## src/rtl/nvc_pkg.sv

```systemverilog
package nvc_pkg;

  typedef enum logic [1:0] {
    PH_BOOT,
    PH_RUN,
    PH_PROG
  } nvc_phase_e;

  // Signed distance of a register address from the bank base address.
  function automatic int slot_offset(input logic [7:0] addr, input logic [7:0] base);
    return int'(addr) - int'(base);
  endfunction

  // True when the address falls inside a bank of n registers.
  function automatic logic slot_in_bank(input logic [7:0] addr, input logic [7:0] base,
                                        input int n);
    int off;
    off = slot_offset(addr, base);
    return (off >= 0) && (off < n);
  endfunction

endpackage

```

## src/rtl/nvc_seq.sv

```systemverilog
module nvc_seq
  import nvc_pkg::*;
#(
  parameter int unsigned STARTUP_CYC = 250000,
  parameter int unsigned WRITE_CYC   = 2500000
) (
  input  logic clk,
  input  logic rst_n,
  input  logic stop_i,
  input  logic pending_i,
  output logic ready_o,
  output logic busy_o,
  output logic recall_o,
  output logic commit_o,
  output logic done_o
);
  localparam int unsigned MAXC = (STARTUP_CYC > WRITE_CYC) ? STARTUP_CYC : WRITE_CYC;
  localparam int unsigned CW   = $clog2(MAXC + 1);
  localparam logic [CW-1:0] BOOT_LAST = CW'(STARTUP_CYC - 1);
  localparam logic [CW-1:0] PROG_LAST = CW'(WRITE_CYC - 1);

  nvc_phase_e    ph;
  logic [CW-1:0] cnt;

  assign recall_o = (ph == PH_BOOT) && (cnt == '0);
  assign commit_o = (ph == PH_RUN) && stop_i && pending_i;
  assign done_o   = (ph == PH_PROG) && (cnt == PROG_LAST);
  assign ready_o  = (ph != PH_BOOT);
  assign busy_o   = (ph == PH_PROG);

  always_ff @(posedge clk or negedge rst_n) begin
    if (!rst_n) begin
      ph  <= PH_BOOT;
      cnt <= '0;
    end else begin
      unique case (ph)
        PH_BOOT: begin
          if (cnt == BOOT_LAST) begin
            ph  <= PH_RUN;
            cnt <= '0;
          end else begin
            cnt <= cnt + 1'b1;
          end
        end
        PH_RUN: begin
          if (commit_o) begin
            ph  <= PH_PROG;
            cnt <= '0;
          end
        end
        PH_PROG: begin
          if (done_o) begin
            ph  <= PH_RUN;
            cnt <= '0;
          end else begin
            cnt <= cnt + 1'b1;
          end
        end
        default: begin
          ph  <= PH_BOOT;
          cnt <= '0;
        end
      endcase
    end
  end

endmodule

```

## src/rtl/nvc_pending.sv

```systemverilog
module nvc_pending #(
  parameter int unsigned DW = 8,
  parameter int unsigned IW = 2
) (
  input  logic          clk,
  input  logic          rst_n,
  input  logic          take_i,
  input  logic          drop_i,
  input  logic          clear_i,
  input  logic [IW-1:0] idx_i,
  input  logic [DW-1:0] data_i,
  output logic          pend_o,
  output logic [IW-1:0] idx_o,
  output logic [DW-1:0] data_o
);
  always_ff @(posedge clk or negedge rst_n) begin
    if (!rst_n) begin
      pend_o <= 1'b0;
      idx_o  <= '0;
      data_o <= '0;
    end else if (clear_i) begin
      pend_o <= 1'b0;
    end else if (take_i) begin
      pend_o <= 1'b1;
      idx_o  <= idx_i;
      data_o <= data_i;
    end else if (drop_i) begin
      pend_o <= 1'b0;
    end
  end

endmodule

```

## src/rtl/nvc_bank.sv

```systemverilog
module nvc_bank #(
  parameter int unsigned  NREG        = 3,
  parameter int unsigned  DW          = 8,
  parameter int unsigned  IW          = 2,
  parameter logic [DW-1:0] DEFAULT_VAL = 8'h7F
) (
  input  logic            clk,
  input  logic            por_n,
  input  logic            rst_n,
  input  logic            recall_i,
  input  logic            commit_i,
  input  logic            done_i,
  input  logic [IW-1:0]   idx_i,
  input  logic [DW-1:0]   data_i,
  output logic [NREG*DW-1:0] live_o
);
  for (genvar g = 0; g < NREG; g++) begin : g_slot
    logic [DW-1:0] store_q;
    logic [DW-1:0] live_q;
    logic          hit;

    assign hit = (idx_i == IW'(g));

    always_ff @(posedge clk or negedge por_n) begin
      if (!por_n)              store_q <= DEFAULT_VAL;
      else if (done_i && hit)  store_q <= data_i;
    end

    always_ff @(posedge clk or negedge rst_n) begin
      if (!rst_n)               live_q <= '0;
      else if (recall_i)        live_q <= store_q;
      else if (commit_i && hit) live_q <= data_i;
    end

    assign live_o[g*DW +: DW] = live_q;
  end

endmodule

```

## src/rtl/nv_commit_ctrl.sv

```systemverilog
module nv_commit_ctrl
  import nvc_pkg::*;
#(
  parameter int unsigned   NREG        = 3,
  parameter int unsigned   DW          = 8,
  parameter logic [7:0]    BASE_ADDR   = 8'hF8,
  parameter logic [DW-1:0] DEFAULT_VAL = 8'h7F,
  parameter int unsigned   STARTUP_CYC = 250000,
  parameter int unsigned   WRITE_CYC   = 2500000
) (
  input  logic               clk,
  input  logic               por_n,
  input  logic               rst_n,
  input  logic               bus_start_i,
  input  logic               bus_stop_i,
  input  logic               wr_ack_i,
  input  logic [7:0]         wr_addr_i,
  input  logic [DW-1:0]      wr_data_i,
  output logic [NREG*DW-1:0] settings_o,
  output logic               ready_o,
  output logic               busy_o,
  output logic               idle_o
);
  localparam int unsigned IW = (NREG > 1) ? $clog2(NREG) : 1;

  // Named internal events, brought out for the checker.
  logic          sys_rst_n;
  logic          addr_ok;
  int            slot_off;
  logic [IW-1:0] slot;
  logic          take_wr;
  logic          recall;
  logic          commit;
  logic          done;
  logic          pend;
  logic [IW-1:0] pidx;
  logic [DW-1:0] pdata;

  assign sys_rst_n = por_n & rst_n;
  assign slot_off  = slot_offset(wr_addr_i, BASE_ADDR);
  assign addr_ok   = slot_in_bank(wr_addr_i, BASE_ADDR, NREG);
  assign slot      = IW'(slot_off);
  assign take_wr   = wr_ack_i && addr_ok && ready_o && !busy_o && !bus_stop_i;
  assign idle_o    = ready_o && !busy_o && !pend;

  nvc_seq #(
    .STARTUP_CYC(STARTUP_CYC),
    .WRITE_CYC  (WRITE_CYC)
  ) u_seq (
    .clk      (clk),
    .rst_n    (sys_rst_n),
    .stop_i   (bus_stop_i),
    .pending_i(pend),
    .ready_o  (ready_o),
    .busy_o   (busy_o),
    .recall_o (recall),
    .commit_o (commit),
    .done_o   (done)
  );

  nvc_pending #(
    .DW(DW),
    .IW(IW)
  ) u_pend (
    .clk    (clk),
    .rst_n  (sys_rst_n),
    .take_i (take_wr),
    .drop_i (bus_start_i),
    .clear_i(commit),
    .idx_i  (slot),
    .data_i (wr_data_i),
    .pend_o (pend),
    .idx_o  (pidx),
    .data_o (pdata)
  );

  nvc_bank #(
    .NREG       (NREG),
    .DW         (DW),
    .IW         (IW),
    .DEFAULT_VAL(DEFAULT_VAL)
  ) u_bank (
    .clk     (clk),
    .por_n   (por_n),
    .rst_n   (sys_rst_n),
    .recall_i(recall),
    .commit_i(commit),
    .done_i  (done),
    .idx_i   (pidx),
    .data_i  (pdata),
    .live_o  (settings_o)
  );

endmodule

```

## config.mk

```make
export PLATFORM = sky130hd
export DESIGN_NAME = nv_commit_ctrl
export DESIGN_NICKNAME = d
export VERILOG_FILES = /design/src/rtl/nvc_pkg.sv /design/src/rtl/nvc_seq.sv /design/src/rtl/nvc_pending.sv /design/src/rtl/nvc_bank.sv /design/src/rtl/nv_commit_ctrl.sv
export SDC_FILE = /design/constraint.sdc
export NUM_CORES = 1
export LEC_CHECK = 0
export BUFFER_PORTS_ARGS = -buffer_cell sky130_fd_sc_hd__clkbuf_2
export CAP_MARGIN = 30
export CORE_MARGIN = 4
export CORE_UTILIZATION = 50
export DETAILED_ROUTE_END_ITERATION = 7
export GPL_ROUTABILITY_DRIVEN = 0
export PLACE_DENSITY = 0.76
export SLEW_MARGIN = 30
export SYNTH_ARGS = -nofsm -noshare
export SYNTH_HDL_FRONTEND = slang
export SYNTH_SLANG_ARGS = --single-unit
```

## constraint.sdc

```tcl
create_clock -name clk -period 2.9 [get_ports clk]
set_input_delay 0.145 -clock clk [delete_from_list [all_inputs] [get_ports clk]]
set_output_delay 0.145 -clock clk [all_outputs]
set_load 0.05 [all_outputs]
```

==> results of run 1 <==
==> per-layer routing <==
| layer | up-vias | global-route usage, % |
|---|---|---|
| met5 | - | 0 |
| met4 | 0 | 8.747 |
| met3 | 18 | 3.877 |
| met2 | 79 | 30.25 |
| met1 | 1472 | 27.63 |
| li1 | 1438 | - |
==> power by group <==
group / switching, mW / total [mW] / internal [mW]
combinational: 0.0272 / 0.0437 / 0.0165
sequential: 0.000456 / 1.16 / 1.16
clock: 0.449 / 0.776 / 0.327
total: 0.476 / 1.98 / 1.50
==> cells in the final DEF (no fill, tap or decap), types with 3 or more instances in the layout <==
cell       n
a31oi_1    3
and2_1     9
and4_1     4
buf_4     10
clkbuf_2  48
clkbuf_8   9
dfrtp_1   62
dfstp_2   21
inv_1      9
mux2_2    33
mux2i_1   24
nand2_1   59
nand2b_1   3
nand3_1    9
nand4_1    6
nor2_1    17
nor2_2     3
nor4_1     6
o21a_1     3
o21ai_0   35
o22ai_1    9
or2_2      3
or4_1      3
xor2_1     3
==> path summary, 6_finish.rpt <==
path	end	slack [ns]	cells after the start	startpoint
max	u_bank.g_slot[1].store_q[7]$_DFFE_PN0P_	0.49	5	u_seq.cnt[11]$_DFFE_PN0P_
min	u_pend.data_o[1]$_DFFE_PN0P_	0.02	2	wr_data_i[1]
max reg2reg	u_bank.g_slot[1].store_q[7]$_DFFE_PN0P_	0.49	5	u_seq.cnt[11]$_DFFE_PN0P_
min reg2reg	u_seq.cnt[20]$_DFFE_PN0P_	0.50	1	u_seq.cnt[20]$_DFFE_PN0P_
max in group asynchronous	u_seq.cnt[10]$_DFFE_PN0P_	1.43	5	por_n
min in group asynchronous	u_bank.g_slot[0].store_q[7]$_DFFE_PN0P_	0.32	3	por_n
==> flip-flops by register name (all words and copies together), names as in the netlist <==
| name | count |
|---|---|
| u_bank.g_slot.live_q | 24 |
| u_bank.g_slot.store_q | 24 |
| u_pend.data_o | 8 |
| u_pend.idx_o | 2 |
| u_pend.pend_o | 1 |
| u_seq.cnt | 22 |
| u_seq.ph | 2 |
==> stage by stage <==
stage / util, % / setup WS, ns
6_report: 59.26 / 0.4858
5_1_grt: 59.26 / 0.3442
4_1_cts: 59.26 / 0.4738
3_5_place_dp: 56.61 / 0.4975
3_3_place_gp: 56.61 / 0.5350
2_1_floorplan: - / 0.6473
==> worst max-delay path: cells and delay by family (launching register included) <==
family           cells  cell delay [ns]
and+or+nand+nor      4             1.49
DFF                  1             0.43
muxes                1             0.38
==> layout make-up <==
cell class                 count  area (sq um)
timing repair buffer          61         355.3
tap                          102         127.6
fill                         643          3148
inverter                       9         33.78
clock inverter                 7         61.31
multi-input combinational    265          1774
sequential                    83          2103
clock buffer                   9         123.9
==> synthesized netlist by cell type (4+ instances only) <==
cell type / count
o22ai_1: 9
and4_1: 4
dfstp_2: 21
inv_1: 9
nand2_1: 59
nor2_1: 18
mux2_2: 33
nand4_1: 6
o21ai_0: 35
clkbuf_1: 11
mux2i_1: 24
dfrtp_1: 62
nand3_1: 9
nor4_1: 6
and2_1: 10
==> cell families (layout without fill, tap and decap cells) <==
kind of cell	count (synthesis)	in the layout	synth area share, %
buffers and inverters	25	86	2.457
adders and majority gates	2	2	0.6300
AOI/OAI and AO/OA	64	64	9.736
muxes	59	59	15.97
xor gates and xnor gates	5	5	1.103
and+or+nand+nor	135	135	17.14
DFF	83	83	52.96
==> timing repair <==
action,4_1_cts,5_1_grt
hold buffers,2,0
hold endpoints to repair,27,0
buffers inserted,0,0
gates resized for setup,0,0
==> metrics.txt, run 1 <==
die area=9432 sq um; CP peak stage delay=0.56 ns; RSZ-0062 raised after global routing=no; wire length per cell=16.14 microns; Final Hold Viols=0; # IOs=49; Hold WC Path Type=in2reg; clock root buffer master=clkbuf_8; worst endpoint required time=3.14 ns; clk_skew=0.007542 ns; Crit Path Max Fanout=8; Distinct cells, synth=49; drc violations=0; status=finished, final reports clean; post-route ant nets=0; Max VDD drop=209.5 uV; buffers added on ports=48; Crit Path Category=reg2reg; top layer in use=met4; Clock Latency Late Sink=0.35 ns; area delta synth->final=15.31%; Tcrit/Tclk final=83.25%; total grt overflow=0; DRT Pass-1 Iters=5; Max Fclk=414.2 MHz; Worst Tran Pin Value=0.6106 ns; Routed Wire Length=8.651 mm; Core Footprint=7727 sq um; Slew headroom=59.30%; max-cap violation count=0; wl on met1=4.045 mm; Cells after Synth=373; power per cell area=432.0 nW/um^2; FF+latch count, synth=83; Met3 Wirelength=391 microns; Synthesized Nets=397; Pwr Total=1.978 mW; DPL Wire Length=6.072 mm; max-slew violation count=0; first-pass GRT wire length=15.35 mm; initial antenna violation count=0; vias in the first global route=3149; crit path cell chain=or4_1 > nor4_2 > nand3_2 > nor2_2 > mux2_2; H-tree depth=3; largest area contributor in the netlist=dfrtp_1; gr usage total=19.84%; final instance area=4579 sq um; slowest CP cell=or4_1; initial core utilization=51.39%; Longest Clk Path Bufs=2; TritonCTS Buffers=9; CTS tree=yes; Die X=97.12 microns; Post-synth EDFFs=0; sequential area share after synthesis=52.96%; clk slew on worst S/H paths=0.09 ns; layout cell share with drive strength beyond 1=32.26%; largest net degree at the start of global routing=49; Cell Area, Synth=3971 sq um; Inst Count DP=518; CP Launch Type=flop; Leakage=2.078 nW; Yosys top cell area share=39.07%; Setup crit end kind=flop; Sink Count=83; vias=3007; drt via density=5.610; row cnt=32; TNS Setup=0 ns; fin cells=536; final number of setup-violating endpoints=0; Die Ht=97.12 microns; min Tclk post-route=2.414 ns; WHS=0.02251 ns; met2 wire len=4.024 mm; Avg Cell Area, Syn=10.65 sq um; number of DRC markers in iteration 0=163; critical path data arrival time=2.65 ns; Final nets=453; fraction of registers with async set/reset=100.0%; yosys warns=0; top post-synthesis cells by area=dfrtp_1 39%, dfstp_2 14%, mux2_2 9.4%, mux2i_1 6.0%, nand2_1 5.6%; Primary FF master, synth=dfrtp_1; placed cell area=4374 sq um; number of diodes=0
Note: power is estimated with default switching activity, not from simulation.
==> inputs of run 2 (changes only) <==
PLACE_DENSITY = 0.79   (was 0.76)
clock period = 2.1 ns   (was 2.9 ns; I/O delays follow)
==> run 2 against run 1 <==
Effect of this change:
- the run now ends with setup timing left
- total power increased by 45%
- clock skew increased by 0.0025 ns
- combinational power increased by 72%
- clock power increased by 55%
- die area unchanged
- cell count increased by 6.2%
- register-to-register slack got worse by 0.53 ns
- critical path type unchanged
- critical endpoint is now u_bank.g_slot[0].store_q[7]$_DFFE_PN0P_
==> metrics.txt, run 2 (synthesized netlist as in run 1, its figures left out) <==
CTS tree=yes; worst hold start=bus_start_i; failing checks=setup timing; number of diodes=0 (unchanged); Die Ht=97.12 microns (unchanged); status=finished with violations; largest registers=u_bank.g_slot.live_q x24, u_bank.g_slot.store_q x24, u_seq.cnt x22; most frequent cells in the layout=62 x dfrtp_1, 59 x nand2_1, 48 x clkbuf_2; Tcrit/Tclk final=102.2% (+19 points); layout cell share with drive strength beyond 1=35.76% (+3.5 points); area delta synth->final=25.39%; gr usage total=20.23% (+0.39 points); largest net degree at the start of global routing=49 (unchanged); max-slew violation count=0 (unchanged); WHS=0.02430 ns (+0.001795 ns); Final Hold Viols=0 (unchanged); wire length per cell=16.08 microns (-0.37%); buffers added on ports=48 (unchanged); H-tree depth=3 (unchanged); Setup crit end kind=flop; total grt overflow=0 (unchanged); TNS Setup=-0.1615 ns (-0.1615 ns); Max Fclk=466.1 MHz (+13%); DPL Wire Length=6.111 mm (+0.63%); critical path data arrival time=2.39 ns (-0.26 ns); initial core utilization=51.39% (unchanged); Hold WC Path Type=in2reg; post-route ant nets=0 (unchanged); die area=9432 sq um (unchanged); worst endpoint required time=2.35 ns (-0.79 ns); row cnt=32 (unchanged); Worst Tran Pin Value=0.5693 ns (-0.04125 ns); vias=3180 (+5.8%); vias in the first global route=3161 (+0.38%); first-pass GRT wire length=15.58 mm (+1.5%); drt via density=5.589 (-0.38%); worst reg2reg path startpoint=u_seq.cnt[9]$_DFFE_PN0P_; crit path launch=u_seq.cnt[9]$_DFFE_PN0P_; clk_skew=0.01000 ns (+0.002461 ns); Clock Latency Late Sink=0.36 ns (about the same); RSZ-0062 raised after global routing=yes; DRT Pass-1 Iters=4 (-1); Slew headroom=62.05% (+2.7 points); max-cap violation count=0 (unchanged); Max VDD drop=362.7 uV (+73%); initial antenna violation count=0 (unchanged); Final nets=486 (+7.3%); Routed Wire Length=9.150 mm (+5.8%); TritonCTS Buffers=9 (unchanged); Core Footprint=7727 sq um (unchanged); min Tclk post-route=2.146 ns (-0.2687 ns); final number of setup-violating endpoints=8 (+8); Die X=97.12 microns (unchanged); clock root buffer master=clkbuf_8; drc violations=0 (unchanged); CP Launch Type=flop; commonest non-fill, non-tap cell in the layout=dfrtp_1; Longest Clk Path Bufs=2 (unchanged); Crit Path Max Fanout=8 (unchanged); Leakage=2.259 nW (+8.7%); number of DRC markers in iteration 0=183 (+12%); Sink Count=83 (unchanged); worst setup margin=-0.04553 ns (-0.5313 ns); # IOs=49 (unchanged); Crit Path Category=reg2reg; power per cell area=577.7 nW/um^2 (+34%); clk slew on worst S/H paths=0.08 ns (about the same)
==> run 2: cell types whose count changed in the layout (fill, tap and decap cells not counted), sizes merged <==
cell	change
buf	+23
dlygate4sd3	+10
inv	-2
bufinv	+1
clkbuf	+1
clkinv	-1
clkinvlp	+1
==> run 2: layer usage <==
metal / global-route usage (%) / vias to the layer above / routed length, microns
met4: 7.883 / 0 / 206
met2: 31.16 / 77 / 4229
met3: 4.379 / 17 / 416
met1: 28.02 / 1574 / 4297
li1: - / 1512 / -
met5: 0 / - / 0
==> run 2: final timing paths <==
check,cells after the start,slack (ns),end
worst min-delay path,3,0.02,u_pend.pend_o$_DFFE_PN0P_
worst max-delay path,6,-0.05,u_bank.g_slot[0].store_q[7]$_DFFE_PN0P_
max in group asynchronous,4,1.21,u_seq.cnt[6]$_DFFE_PN0P_
worst max register to register,6,-0.05,u_bank.g_slot[0].store_q[7]$_DFFE_PN0P_
min in group asynchronous,3,0.35,u_bank.g_slot[0].store_q[7]$_DFFE_PN0P_
worst min register to register,2,0.50,u_bank.g_slot[2].live_q[7]$_DFFE_PN0P_
==> run 2: repair_timing <==
action / CTS / global route
endpoints found under the setup margin: 24 / 31
hold buffers: 12 / 0
cloned: 0 / 0
buffers inserted: 1 / 3
endpoints found under the hold margin: 72 / 0
pin swaps: 3 / 1
gates resized for setup: 1 / 6
==> run 2: final cells by class <==
class	count	area, sq um
Clock inverter	6	73.82
Sequential cell	83	2103
Timing Repair Buffer	94	665.6
Multi-Input combinational cell	265	1838
Clock buffer	10	137.6
Inverter	9	33.78
Fill cell	580	2748
Tap cell	102	127.6
==> run 2: worst max-delay path: stages (launching register included) <==
cell	delay, ns
dfrtp_1	0.39
or4_4	0.56
nor4_4	0.23
nand3_4	0.17
nor3_4	0.22
buf_12	0.15
mux2_4	0.31
==> run 2: report_power, final <==
group,internal (mW),total [mW],switching (mW)
logic,0.0336,0.0751,0.0415
clock network,0.594,1.20,0.608
registers,1.60,1.60,0.000576
total,2.23,2.88,0.650
==> run 2: per-stage QoR <==
step / instance area [sq um] / setup WS [ns] / cells / power [mW] / util [%]
finish: 4980 / -0.04553 / 569 / 2.877 / 64.44
global route: 4980 / -0.09686 / 569 / 2.984 / 64.44
CTS: 4908 / -0.02967 / 566 / 2.902 / 63.52
detailed placement: 4562 / -0.1029 / 537 / 1.689 / 59.04
global placement: 4562 / -0.04942 / 537 / 1.687 / 59.04
floorplan: 4004 / -0.1069 / 373 / 1.648 / -
